## src/rtl/vst_pkg.sv

```systemverilog
package vst_pkg;
  typedef enum logic [1:0] {
    STD_525_RECT = 2'd0,
    STD_625_RECT = 2'd1,
    STD_525_SQ   = 2'd2,
    STD_625_SQ   = 2'd3
  } std_e;

  localparam int HCW = 10;
  localparam int VCW = 10;

  typedef struct packed {
    logic [15:0] act1_lo;
    logic [15:0] act1_hi;
    logic [15:0] act2_lo;
    logic [15:0] act2_hi;
    logic [15:0] fld_head;     // last line of the leading field=1 run, 0 if none
    logic [15:0] fld_even_lo;  // first line of the trailing field=1 run
    logic [15:0] vr_odd;
    logic [15:0] vr_even;
  } line_tbl_t;

  function automatic int h_total_f(std_e s);
    case (s)
      STD_525_RECT: return 858;
      STD_625_RECT: return 864;
      STD_525_SQ:   return 780;
      default:      return 944;
    endcase
  endfunction

  function automatic int h_active_f(std_e s);
    case (s)
      STD_525_RECT: return 720;
      STD_625_RECT: return 720;
      STD_525_SQ:   return 640;
      default:      return 768;
    endcase
  endfunction

  function automatic int v_total_f(std_e s);
    return (s == STD_625_RECT || s == STD_625_SQ) ? 625 : 525;
  endfunction

  function automatic line_tbl_t line_tbl_f(std_e s);
    line_tbl_t t;
    case (s)
      STD_525_RECT: t = '{16'd21, 16'd263, 16'd283, 16'd525, 16'd3, 16'd266, 16'd1, 16'd264};
      STD_525_SQ:   t = '{16'd23, 16'd262, 16'd286, 16'd525, 16'd3, 16'd266, 16'd1, 16'd263};
      default:      t = '{16'd23, 16'd310, 16'd336, 16'd623, 16'd0, 16'd313, 16'd624, 16'd311};
    endcase
    return t;
  endfunction
endpackage

```

## src/rtl/vst_hcount.sv

```systemverilog
module vst_hcount import vst_pkg::*; #(
  parameter int H_TOTAL = 858
) (
  input  logic           clk_i,
  input  logic           rst_ni,
  input  logic           en_i,
  output logic [HCW-1:0] h_o,
  output logic           wrap_o
);
  localparam logic [HCW-1:0] H_LAST = HCW'(H_TOTAL - 1);

  logic [HCW-1:0] h_q;

  always_ff @(posedge clk_i or negedge rst_ni) begin
    if (!rst_ni)   h_q <= '0;
    else if (en_i) h_q <= (h_q == H_LAST) ? '0 : h_q + 1'b1;
  end

  assign h_o    = h_q;
  assign wrap_o = en_i && (h_q == H_LAST);

  assert_h_range_R1: assert property (@(posedge clk_i) disable iff (!rst_ni)
    h_q <= H_LAST);
  assert_h_step_R1: assert property (@(posedge clk_i) disable iff (!rst_ni)
    en_i && (h_q != H_LAST) |=> h_q == $past(h_q) + 1'b1);
  assert_h_hold_R9: assert property (@(posedge clk_i) disable iff (!rst_ni)
    !en_i |=> $stable(h_q));
endmodule

```

## src/rtl/vst_vcount.sv

```systemverilog
module vst_vcount import vst_pkg::*; #(
  parameter int V_TOTAL = 525
) (
  input  logic           clk_i,
  input  logic           rst_ni,
  input  logic           adv_i,
  output logic [VCW-1:0] v_o
);
  localparam logic [VCW-1:0] V_LAST = VCW'(V_TOTAL);
  localparam logic [VCW-1:0] V_FIRST = VCW'(1);

  logic [VCW-1:0] v_q;

  always_ff @(posedge clk_i or negedge rst_ni) begin
    if (!rst_ni)    v_q <= V_FIRST;
    else if (adv_i) v_q <= (v_q == V_LAST) ? V_FIRST : v_q + 1'b1;
  end

  assign v_o = v_q;

  assert_v_range_R2: assert property (@(posedge clk_i) disable iff (!rst_ni)
    (v_q >= V_FIRST) && (v_q <= V_LAST));
  assert_v_hold_R2: assert property (@(posedge clk_i) disable iff (!rst_ni)
    !adv_i |=> $stable(v_q));
endmodule

```

## src/rtl/vst_line_decode.sv

```systemverilog
module vst_line_decode import vst_pkg::*; #(
  parameter std_e STD        = STD_525_RECT,
  parameter int   H_TOTAL    = 858,
  parameter int   H_ACTIVE   = 720,
  parameter int   VREF_LINES = 3
) (
  input  logic [HCW-1:0] h_i,
  input  logic [VCW-1:0] v_i,
  output logic           href_o,
  output logic           vactive_o,
  output logic           field_o,
  output logic           vref_o
);
  localparam int        V_T = v_total_f(STD);
  localparam line_tbl_t TBL = line_tbl_f(STD);

  int hv, vv;
  logic line_act;
  logic [1:0] win;

  always_comb begin
    hv = int'(h_i);
    vv = int'(v_i);
    line_act = ((vv >= int'(TBL.act1_lo)) && (vv <= int'(TBL.act1_hi))) ||
               ((vv >= int'(TBL.act2_lo)) && (vv <= int'(TBL.act2_hi)));
    field_o  = (vv <= int'(TBL.fld_head)) || (vv >= int'(TBL.fld_even_lo));
    href_o   = hv < H_ACTIVE;
    vactive_o = href_o && line_act;
  end

  // k=0: window ending mid active region (odd), k=1: ending in blanking (even)
  for (genvar k = 0; k < 2; k++) begin : g_win
    localparam int ST   = (k == 0) ? int'(TBL.vr_odd) : int'(TBL.vr_even);
    localparam int EDGE = (k == 0) ? H_ACTIVE / 2 : H_ACTIVE + (H_TOTAL - H_ACTIVE) / 2;
    int d;
    always_comb begin
      d = (vv >= ST) ? vv - ST : vv + V_T - ST;
      win[k] = ((d == 0) && (hv >= EDGE)) ||
               ((d > 0) && (d < VREF_LINES)) ||
               ((d == VREF_LINES) && (hv < EDGE));
    end
  end

  assign vref_o = |win;
endmodule

```

## src/rtl/vst_sync_gen.sv

```systemverilog
module vst_sync_gen import vst_pkg::*; #(
  parameter std_e STD        = STD_525_RECT,
  parameter int   H_TOTAL    = h_total_f(STD),
  parameter int   H_ACTIVE   = h_active_f(STD),
  parameter int   VREF_LINES = 3
) (
  input  logic           clk_i,
  input  logic           rst_ni,
  input  logic           pix_en_i,
  output logic [HCW-1:0] h_cnt_o,
  output logic [VCW-1:0] v_cnt_o,
  output logic           href_o,
  output logic           vref_o,
  output logic           vactive_o,
  output logic           field_o
);
  localparam int V_TOTAL = v_total_f(STD);

  logic h_wrap;

  vst_hcount #(.H_TOTAL(H_TOTAL)) u_hcount (
    .clk_i  (clk_i),
    .rst_ni (rst_ni),
    .en_i   (pix_en_i),
    .h_o    (h_cnt_o),
    .wrap_o (h_wrap)
  );

  vst_vcount #(.V_TOTAL(V_TOTAL)) u_vcount (
    .clk_i  (clk_i),
    .rst_ni (rst_ni),
    .adv_i  (h_wrap),
    .v_o    (v_cnt_o)
  );

  vst_line_decode #(
    .STD(STD), .H_TOTAL(H_TOTAL), .H_ACTIVE(H_ACTIVE), .VREF_LINES(VREF_LINES)
  ) u_decode (
    .h_i       (h_cnt_o),
    .v_i       (v_cnt_o),
    .href_o    (href_o),
    .vactive_o (vactive_o),
    .field_o   (field_o),
    .vref_o    (vref_o)
  );

  assert_act_in_href_R4: assert property (@(posedge clk_i) disable iff (!rst_ni)
    vactive_o |-> href_o);
  assert_vref_blank_R6: assert property (@(posedge clk_i) disable iff (!rst_ni)
    vref_o |-> !vactive_o);
  assert_field_code_R7: assert property (@(posedge clk_i) disable iff (!rst_ni)
    $fell(vref_o) |-> (href_o == !field_o));
  assert_href_start_R3: assert property (@(posedge clk_i) disable iff (!rst_ni)
    $rose(href_o) |-> (h_cnt_o == '0));
endmodule

```

## config.mk

```make
export PLATFORM = sky130hd
export DESIGN_NAME = vst_sync_gen
export DESIGN_NICKNAME = d
export VERILOG_FILES = /design/src/rtl/vst_pkg.sv /design/src/rtl/vst_hcount.sv /design/src/rtl/vst_vcount.sv /design/src/rtl/vst_line_decode.sv /design/src/rtl/vst_sync_gen.sv
export SDC_FILE = /design/constraint.sdc
export NUM_CORES = 1
export LEC_CHECK = 0
export BUFFER_PORTS_ARGS = -buffer_cell sky130_fd_sc_hd__buf_2
export CAP_MARGIN = 20
export CORE_ASPECT_RATIO = 1.1
export CORE_MARGIN = 1.5
export CORE_UTILIZATION = 30
export CTS_CLUSTER_SIZE = 12
export DETAILED_ROUTE_END_ITERATION = 8
export PLACE_DENSITY = 0.53
export SLEW_MARGIN = 10
export SYNTH_ARGS = -nofsm -noshare
export SYNTH_HDL_FRONTEND = slang
export SYNTH_SLANG_ARGS = --single-unit
```

## constraint.sdc

```tcl
create_clock -name clk_i -period 3.7 [get_ports clk_i]
set_clock_uncertainty 0.1 [all_clocks]
set_input_delay 0.185 -clock clk_i [delete_from_list [all_inputs] [get_ports clk_i]]
set_output_delay 0.185 -clock clk_i [all_outputs]
set_load 0.02 [all_outputs]
```

==> results of run 1 <==
## tightest hold or removal path, stage by stage
cell      delay [ns]
buf_2           0.19
nand3b_1        0.11
nand2_1         0.05
## metrics by stage
stage,total power [mW],std cells,utilization (%)
floorplan,0.3992,206,-
global placement,0.4517,293,34.04
detailed placement,0.4523,293,34.04
CTS,0.6298,298,35.25
global route,0.6622,298,35.25
finish,0.6224,298,35.25
## power groups by stage
| stage | clock network, mW | registers, mW | logic [mW] |
|---|---|---|---|
| CTS | 0.181 | 0.299 | 0.151 |
| global placement | 0 | 0.302 | 0.149 |
| finish | 0.175 | 0.299 | 0.148 |
| floorplan | 0 | 0.318 | 0.0817 |
| detailed placement | 0 | 0.303 | 0.150 |
| global route | 0.191 | 0.306 | 0.166 |
## state kept, by name (all words and copies together) (netlist names)
signal and cells:
u_hcount.h_o 10, u_vcount.v_o 10
## how the worst min path moves through the flow
stage          startpoint               to  slack [ns]  depth (start not counted)
6_report         pix_en_i  u_hcount.h_o[4]        0.21                          3
3_5_place_dp       rst_ni  u_vcount.v_o[3]        0.09                          1
5_1_grt          pix_en_i  u_hcount.h_o[4]        0.21                          3
3_3_place_gp       rst_ni  u_vcount.v_o[3]        0.09                          1
2_1_floorplan      rst_ni  u_hcount.h_o[0]       -0.21                          0
4_1_cts          pix_en_i  u_hcount.h_o[8]        0.20                          2
## layout by cell type (no fill, tap or decap), types with 2 or more instances in the layout
cell,netlist,final
xnor2_1,4,4
clkbuf_8,0,4
buf_2,5,26
o41ai_1,4,4
xor2_1,5,5
nor2b_1,2,2
nand3b_1,3,3
o21ai_0,11,11
nand3_1,6,6
mux2i_1,3,3
a2111oi_0,2,2
a21oi_1,9,9
ha_1,16,16
a211oi_1,2,2
inv_1,12,12
a21o_1,2,2
nand2b_1,5,5
nor3_1,9,9
nor4_1,3,3
o31ai_1,3,3
nand2_1,20,20
or3_1,3,3
and3_1,3,3
a31oi_1,2,2
nor2_1,20,20
nand4_1,4,4
o21ai_1,4,4
dfrtp_1,19,19
## logic make-up (layout without fill, tap and decap cells)
group | after synthesis | after routing
XOR/XNOR | 9 | 9
AND/OR/NAND/NOR | 83 | 83
flip-flops | 20 | 20
multiplexers | 3 | 3
adder cells (fa/ha/maj) | 16 | 16
buffers and inverters | 28 | 45
AO/OA/AOI/OAI | 47 | 47
## final cells by class
cell class | count | area [um2]
multi-input combinational | 158 | 1055
timing repair buffer | 28 | 147.6
inverter | 13 | 48.80
clock buffer | 4 | 55.05
sequential | 20 | 501.7
tap | 75 | 93.84
fill | 599 | 3493
## routing by layer
| layer | wire [um] | track usage [%] | share of wire, % |
|---|---|---|---|
| met1 | 2131 | 21.25 | 50 |
| met4 | 47 | 2.909 | 1.1 |
| met5 | 0 | 0 | 0 |
| met3 | 152 | 2.822 | 3.6 |
| met2 | 1904 | 23.93 | 45 |
==> results_dict.tcl, run 1 <==
set metrics [dict create \
    synth_compound_area_share_pct 18.32 \
    via_per_inst 5.007 \
    yosys-mux-area-fraction_pct 1.780 \
    final_antenna_net_count 0 \
    path_depth 8 \
    status "finished clean" \
    clock-sinks 20 \
    cts_made_buffers 3 \
    max-cap-violations 0 \
    synth_xor_area_share_pct 4.674 \
    ys_types 45 \
    rr_endpoint "u_vcount.v_o[0]" \
    setup.worst_path.class "flip-flop to primary output" \
    clock_latency_ns 0.26 \
    r2r-start "u_vcount.v_o[3]" \
    critPathBufInv 2 \
    pwr-share-comb_pct 23.9 \
    fp.dieH_um 81.64 \
    crit_required_ns 3.41 \
    tightest_slew_ns 0.4971 \
    pre_cts_slack_ns 0.7526 \
    cp_slowest_cell "dfrtp_1" \
    post_cts_buffers 0 \
    track_usage_pct 15.03 \
    clk_pin_slew_ns 0.08 \
    drt-initial-drc-count 149 \
    powerDensity_nw_per_um2 327.3 \
    synth-simple-area-share_pct 25.89 \
    endpoint_kind "primary output" \
    vias 1492 \
    relSlewSlack_pct 66.86 \
    ys_seq_area_share_pct 29.75 \
    placementRows 28 \
    finalMaxSlewViolations 0 \
    p_seq_share_pct 48.1 \
    p_sw_mw 0.2231 \
    antenna_cells 0 \
    synthTopCellsByCount "20 x nand2_1, 20 x nor2_1, 19 x dfrtp_1" \
    grt_start_max_net_pins 21 \
    grt_pass1_wl_mm 6.969 \
    ys.flop_type "dfrtp_1" \
    p_leak_nw 0.8458 \
    vdd_drop_max_v 0.0003078 \
    dieArea_um2 6081 \
    synth_area_um2 1687 \
    fmaxAchievable_mhz 310.4 \
    yosysTopAreaCell "dfrtp_1" \
    synth_fa_ha_area_share_pct 11.87 \
    area_delta_synth_final_pct 12.76 \
    ys_warn_count 0 \
    die_x_um 74.49 \
    crit_start "u_vcount.v_o[3]" \
    htreeDepth 1 \
    ioPinCount 27 \
    hp-class "input port to flip-flop" \
    cp_slowest_stage_delay_ns 0.54 \
    syn_area_per_cell_um2 8.187 \
    critPathArrivalTime_ns 2.94 \
    avgRoutedWirePerCell_um 14.21 \
    layout-drive-gt1-share_pct 17.04 \
    synth_area_leaders "dfrtp_1 28%, ha_1 12%, nand2_1 4.5%, nor2_1 4.5%, o21ai_0 3.3%" \
    fin_area_um2 1902 \
    gp_congestion 0.8457 \
    final_nets 243 \
    clockPowerShare_pct 28.0 \
    cts.repair.resized 0 \
    drcViolationCount 0 \
    antenna_found_initial 0 \
    core_area_um2 5395 \
    synth_edf_count 0 \
    fin_ws_ns 0.4784 \
    start_util_pct 31.26 \
    first_pass_iters 4 \
    startpoint_type "flip-flop" \
    final-setup-viol-count 0 \
    swShare_pct 35.85 \
    dp_hpwl_mm 3.063 \
    io_buffers 26 \
    crit_end "vref_o" \
    critical_path_peak_fanout 14 \
    clock_path_buffers 2 \
    place_area_um2 1837 \
    synthDominantCellAreaShare_pct 28.19 \
    hold_buffers 1 \
    async_flop_share_pct 100.0 \
    synth_fp_nets 225 \
    grt_pass1_vias 1345 \
    synth_top_family_by_area "simple AND/OR/NAND/NOR gates" \
    cts_root_buf "clkbuf_8" \
    fin_crit_ns 3.222 \
    drt_wl_total_mm 4.236 \
    finalSetupTns_ns 0 \
    syn_inst 206 \
    rrSetupSlack_ns 1.55 \
    synth_seq_cells 20 \
    rsz0062_at_grt "no" \
    reg2reg_depth 6 \
    critPathTopFamily "compound AO/OA/AOI/OAI gates" \
    cts_tree "done" \
    p_int_mw 0.3992 \
    period_share_pct 87.07 \
    path_cells "inv_1 > ha_1 > or4b_4 > a21oi_2 > mux2i_1 > a221oi_2 > o41ai_1 > buf_2" \
    holdWs_ns 0.2073 \
    overflow 0 \
    finalHoldViolations 0 \
]
Power figures use the tool's default switching activity.
==> run 2: changes to the inputs <==
--- a/config.mk
+++ b/config.mk
@@ -16,4 +16,5 @@
 export SLEW_MARGIN = 10
 export SYNTH_ARGS = -nofsm -noshare
 export SYNTH_HDL_FRONTEND = slang
+export SYNTH_HIERARCHICAL = 1
 export SYNTH_SLANG_ARGS = --single-unit
==> results_dict.tcl, run 2 <==
set metrics [dict create \
    status "finished clean" \
    cts.repair.resized 0 \
    cts_root_buf "clkbuf_8" \
    hp-class "input port to flip-flop" \
    ys_seq_area_share_pct 28.28 \
    syn_inst 205 \
    final_antenna_net_count 0 \
    ys_warn_count 6 \
    synthTopCellsByCount "19 x dfrtp_1, 19 x nand2_1, 12 x inv_1" \
    area_delta_synth_final_pct 12.69 \
    start_util_pct 30.95 \
    relSlewSlack_pct 57.16 \
    antenna_cells 0 \
    clock_latency_ns 0.26 \
    grt_pass1_vias 1511 \
    first_pass_iters 5 \
    avgRoutedWirePerCell_um 14.86 \
    powerDensity_nw_per_um2 365.0 \
    finalMaxSlewViolations 0 \
    htreeDepth 1 \
    yosysTopAreaCell "dfrtp_1" \
    drt_wl_total_mm 4.474 \
    layout_commonest_cell "buf_2" \
    final_nets 238 \
    finalHoldViolations 0 \
    critical_path_peak_fanout 20 \
    final-setup-viol-count 0 \
    rsz0062_at_grt "no" \
    syn_area_per_cell_um2 8.655 \
    cts_made_buffers 3 \
    placementRows 29 \
    period_share_pct 76.40 \
    synth_area_um2 1774 \
    core_area_um2 5733 \
    fmaxAchievable_mhz 353.8 \
    cts_tree "done" \
    drcViolationCount 0 \
    setup.worst_path.class "flip-flop to primary output" \
    tightest_slew_ns 0.6427 \
    synth_edf_count 0 \
    rrSetupSlack_ns 1.37 \
    grt_pass1_wl_mm 7.631 \
    critPathArrivalTime_ns 2.54 \
    endpoint_kind "primary output" \
    post_cts_buffers 0 \
    mostFrequentLayoutCells "26 x buf_2, 19 x nand2_1, 19 x dfrtp_1" \
    clock_path_buffers 2 \
    crit_required_ns 3.41 \
    p_leak_nw 0.8376 \
    via_per_inst 5.382 \
    gp_congestion 0.8186 \
    die_x_um 76.33 \
    track_usage_pct 14.29 \
    dp_hpwl_mm 3.081 \
    ys.flop_type "dfrtp_1" \
    ioPinCount 27 \
    layout-drive-gt1-share_pct 21.43 \
    clk_pin_slew_ns 0.08 \
    synth_fp_nets 218 \
    startpoint_type "flip-flop" \
    async_flop_share_pct 100.0 \
    clock-sinks 20 \
    drt-initial-drc-count 89 \
    synth_area_leaders "dfrtp_1 27%, ha_1 7.1%, nand2_1 4.0%, nand4_1 3.9%, xor2_1 3.0%" \
    vias 1620 \
    antenna_found_initial 0 \
    overflow 0 \
    place_inst 296 \
    dieArea_um2 6385 \
    fp.dieH_um 83.66 \
    io_buffers 26 \
    ys_types 62 \
    synthDominantCellAreaShare_pct 26.80 \
    holdWs_ns 0.1765 \
    fillers 619 \
    max-cap-violations 0 \
    synth_seq_cells 20 \
    finalSetupTns_ns 0 \
    stdcell_count 301 \
    grt_start_max_net_pins 22 \
    vdd_drop_max_v 0.0001848 \
    fin_crit_ns 2.827 \
]
## run 2: metal layers
layer / part of all wire (%) / vias to the layer above / global-route usage, % / wire, um
li1: - / 810 / - / -
met1: 50 / 783 / 20.64 / 2235
met3: 2.1 / 4 / 0.8743 / 92
met4: 1.2 / 0 / 4.714 / 53
met2: 47 / 23 / 22.65 / 2092
met5: 0 / - / 0 / 0
## run 2: path summary, 6_finish.rpt
path                                 start               to  depth (start not counted)
hold / removal                    pix_en_i  u_hcount/h_o[1]                          2
min in group asynchronous           rst_ni  u_hcount/h_o[4]                          2
hold reg to reg            u_vcount/v_o[0]  u_vcount/v_o[0]                          2
max in group asynchronous           rst_ni  u_vcount/v_o[0]                          2
setup / recovery           u_vcount/v_o[3]           vref_o                          7
setup reg to reg           u_hcount/h_o[1]  u_vcount/v_o[9]                          8
## run 2: cell type report
| type | instances | area [um2] | share of cell area, % |
|---|---|---|---|
| Inverter | 12 | 45.04 | 2.253 |
| Timing Repair Buffer | 28 | 147.6 | 7.384 |
| Tap cell | 77 | 96.34 | 4.819 |
| Clock buffer | 4 | 55.05 | 2.753 |
| Sequential cell | 20 | 501.7 | 25.09 |
| Multi-Input combinational cell | 160 | 1154 | 57.70 |
## run 2: kinds of logic after synthesis
group	after synthesis	synth area share [%]
AND/OR/NAND/NOR	89	30.82
flip-flops	20	28.28
multiplexers	3	1.834
buffers and inverters	25	6.699
AO/OA/AOI/OAI	48	20.38
XOR/XNOR	10	4.936
adder cells (fa/ha/maj)	10	7.052
## run 2: what timing repair did
item,4_1_cts,5_1_grt
endpoints found under the setup margin,0,0
hold buffers,1,0
endpoints found under the hold margin,19,0
## run 2: metrics by stage
step / setup WS, ns / power [mW] / utilization (%) / area (um2)
2_1_floorplan: 1.352 / 0.4763 / - / 1774
3_3_place_gp: 1.238 / 0.5604 / 33.74 / 1934
3_5_place_dp: 1.176 / 0.5615 / 33.74 / 1934
4_1_cts: 0.8696 / 0.7369 / 34.88 / 1999
5_1_grt: 0.7359 / 0.7790 / 34.88 / 1999
6_report: 0.8732 / 0.7299 / 34.88 / 1999
## run 2: power breakdown
part	internal, mW	leakage, nW	switching, mW	total, mW
logic	0.0887	0.565	0.135	0.224
clock network	0.0947	0.0288	0.0748	0.170
registers	0.249	0.244	0.0880	0.337
total	0.432	0.838	0.298	0.730
## run 2: worst max-delay path: stages (launching register included)
cell and delay [ns]:
dfrtp_1 0.60, inv_1 0.22, ha_1 0.24, or4b_4 0.52, xor2_1 0.17, nand4_1 0.13, o32ai_2 0.21, buf_2 0.20
==> run 3: changes to the inputs <==
--- a/config.mk
+++ b/config.mk
@@ -5,6 +5,7 @@
 export SDC_FILE = /design/constraint.sdc
 export NUM_CORES = 1
 export LEC_CHECK = 0
+export ABC_AREA = 1
 export BUFFER_PORTS_ARGS = -buffer_cell sky130_fd_sc_hd__buf_2
 export CAP_MARGIN = 20
 export CORE_ASPECT_RATIO = 1.1
==> constraint.sdc (replaced) <==
create_clock -name clk_i -period 2.45 [get_ports clk_i]
set_clock_uncertainty 0.1 [all_clocks]
set_input_delay 0.1225 -clock clk_i [delete_from_list [all_inputs] [get_ports clk_i]]
set_output_delay 0.1225 -clock clk_i [all_outputs]
set_load 0.02 [all_outputs]
==> results_dict.tcl, run 3 <==
set metrics [dict create \
    yosysTopAreaCell "dfrtp_1" \
    final-setup-viol-count 1 \
    cts_made_buffers 3 \
    clock_latency_ns 0.25 \
    drt-initial-drc-count 128 \
    synth_fp_nets 421 \
    finalMaxSlewViolations 0 \
    ys_seq_area_share_pct 19.35 \
    setup.worst_path.class "flip-flop to primary output" \
    critPathBufInv 3 \
    path_depth 15 \
    yosys-mux-area-fraction_pct 0 \
    crit_required_ns 2.23 \
    crit_end "vref_o" \
    pwr-share-comb_pct 63.4 \
    syn_area_per_cell_um2 6.433 \
    endpoint_kind "primary output" \
    synth_top_family_by_area "simple AND/OR/NAND/NOR gates" \
    critPathArrivalTime_ns 2.49 \
    max-cap-violations 0 \
    dr_wl_met2_mm 3.741 \
    rrSetupSlack_ns 0.47 \
    relSlewSlack_pct 59.63 \
    clk_pin_slew_ns 0.08 \
    stdcell_count 576 \
    powerDensity_nw_per_um2 706.3 \
    area_delta_synth_final_pct 26.35 \
    vdd_drop_max_v 0.0004686 \
    drt_wl_total_mm 7.273 \
    hp-class "input port to flip-flop" \
    p_int_mw 1.096 \
    grt_pass1_wl_mm 12.25 \
    startpoint_type "flip-flop" \
    cp_slowest_cell "dfstp_4" \
    drcViolationCount 0 \
    synth_fa_ha_area_share_pct 7.239 \
    pre_cts_slack_ns -0.1859 \
    tightest_slew_ns 0.6055 \
    antenna_found_initial 0 \
    ys_types 40 \
    synth_xor_area_share_pct 3.378 \
    die_x_um 91.64 \
    track_usage_pct 16.57 \
    synthDominantCellAreaShare_pct 18.34 \
    vias 2749 \
    finalHoldViolations 0 \
    clockPowerShare_pct 9.7 \
    swShare_pct 52.64 \
    ys.flop_type "dfrtp_1" \
    synth_compound_area_share_pct 9.025 \
    synth_area_um2 2592 \
    violations "setup timing" \
    synth_area_leaders "dfrtp_1 18%, nand2_1 13%, inv_1 7.8%, nand3_1 7.3%, ha_1 7.2%" \
    path_cells "ha_4 > inv_4 > nand2_4 > nand2_1 > and2_4 > ha_2 > inv_1 > nor3_2 > nand3_1 > nor2_1 > nor2_1 > nor2_2 > nand2_1 > nand2_2 > buf_6" \
    clock_path_buffers 2 \
    p_leak_nw 1.676 \
    p_seq_share_pct 26.9 \
    critPathTopFamily "simple AND/OR/NAND/NOR gates" \
    synth_edf_count 0 \
    grt_start_max_net_pins 21 \
    overflow 0 \
    r2r-start "u_hcount/h_o[1]" \
    wl_met3_um 193 \
    core_area_um2 8364 \
    p_sw_mw 1.218 \
    syn_inst 403 \
    async_flop_share_pct 100.0 \
    fmaxAchievable_mhz 368.0 \
    via_per_inst 4.773 \
    place_inst 569 \
    fin_crit_ns 2.717 \
    rsz0062_at_grt "yes" \
    status "complete, but fails checks" \
    gp_congestion 0.9595 \
    reg2reg_depth 13 \
    synth-simple-area-share_pct 48.94 \
    top_layer_used "met4" \
    io_buffers 26 \
    ioPinCount 27 \
    layout-drive-gt1-share_pct 33.12 \
    total_power_mw 2.314 \
    mostFrequentLayoutCells "90 x nand2_1, 51 x inv_1, 44 x nor2_1" \
    ys_warn_count 6 \
    final_antenna_net_count 0 \
    first_pass_iters 4 \
    yosysMostFrequentCell "nand2_1" \
    crit_start "u_vcount/v_o[0]" \
    synthTopCellsByCount "93 x nand2_1, 54 x inv_1, 46 x nor2_1" \
    rr_endpoint "u_vcount/v_o[7]" \
    cts_root_buf "clkbuf_8" \
    final_nets 484 \
    fin_ws_ns -0.2671 \
    clock-sinks 20 \
    critical_path_peak_fanout 3 \
    met1_length_mm 3.216 \
    htreeDepth 1 \
    antenna_cells 0 \
    dp_hpwl_mm 5.887 \
    layout_commonest_cell "nand2_1" \
    dieArea_um2 9209 \
    period_share_pct 110.9 \
    avgRoutedWirePerCell_um 12.63 \
    cts_tree "done" \
    start_util_pct 30.99 \
    cp_slowest_stage_delay_ns 0.65 \
    synth_seq_cells 20 \
    fp.dieH_um 100.5 \
    placementRows 35 \
    grt_pass1_vias 2614 \
]
[run 3: changes by cell type in the layout (fill, tap and decap cells not counted), sizes merged, moves of 6 or more]
cell	previous run	this run
inv	12	65
nor2	11	67
o21ai	8	16
nand3	9	45
nand2	19	113
buf	27	64
nand2b	6	0
[run 3: repair_timing]
action / in CTS / in global routing
setup buffers: 2 / 0
hold buffers: 1 / 0
gates resized for setup: 13 / 17
pin swaps: 11 / 10
setup endpoints to repair: 1 / 1
hold endpoints to repair: 19 / 0
[run 3: metrics by stage]
step	hold slack (ns)	util [%]	TNS [ns]	area [um2]
global route	0.1266	39.16	-0.4319	3276
CTS	0.08955	38.37	-0.3270	3209
global placement	0.006739	36.92	-0.1909	3088
finish	0.08979	39.16	-0.2671	3276
floorplan	-0.2731	-	0	2616
detailed placement	0.01032	36.92	-0.1859	3088
[run 3: metal layers]
| metal | track usage [%] | vias up |
|---|---|---|
| li1 | - | 1414 |
| met1 | 20.42 | 1274 |
| met2 | 30.42 | 51 |
| met3 | 1.131 | 10 |
| met4 | 5.769 | 0 |
| met5 | 0 | - |
[run 3: kinds of logic (layout without fill, tap and decap cells)]
group	after synthesis	in the layout
AND/OR/NAND/NOR	248	248
AO/OA/AOI/OAI	38	38
flip-flops	20	20
adder cells (fa/ha/maj)	15	15
XOR/XNOR	10	10
buffers and inverters	72	134
[run 3: worst min path at each step]
stage | slack, ns | startpoint | end | cells past startpoint
after floorplan | -0.27 | rst_ni | u_hcount/h_o[0] | 0
after global placement | 0.007 | rst_ni | u_hcount/h_o[9] | 1
after detailed placement | 0.01 | rst_ni | u_hcount/h_o[5] | 1
after CTS | 0.09 | pix_en_i | u_hcount/h_o[0] | 2
after global routing | 0.13 | pix_en_i | u_hcount/h_o[1] | 2
final | 0.09 | pix_en_i | u_hcount/h_o[0] | 2
[run 3: power by group through the flow]
stage	registers [mW]	logic [mW]	clock network (mW)
2_1_floorplan	0.723	0.834	0
3_5_place_dp	0.623	1.38	0
4_1_cts	0.625	1.44	0.232
6_report	0.622	1.47	0.225
3_3_place_gp	0.619	1.37	0
5_1_grt	0.645	1.65	0.248
[run 3: area by class of cell]
| class | instances | area [um2] |
|---|---|---|
| fill | 893 | 5089 |
| multi-input combinational | 311 | 1882 |
| sequential | 20 | 506.7 |
| timing repair buffer | 65 | 451.7 |
| inverter | 65 | 251.5 |
| tap | 111 | 138.9 |
| clock buffer | 4 | 45.04 |
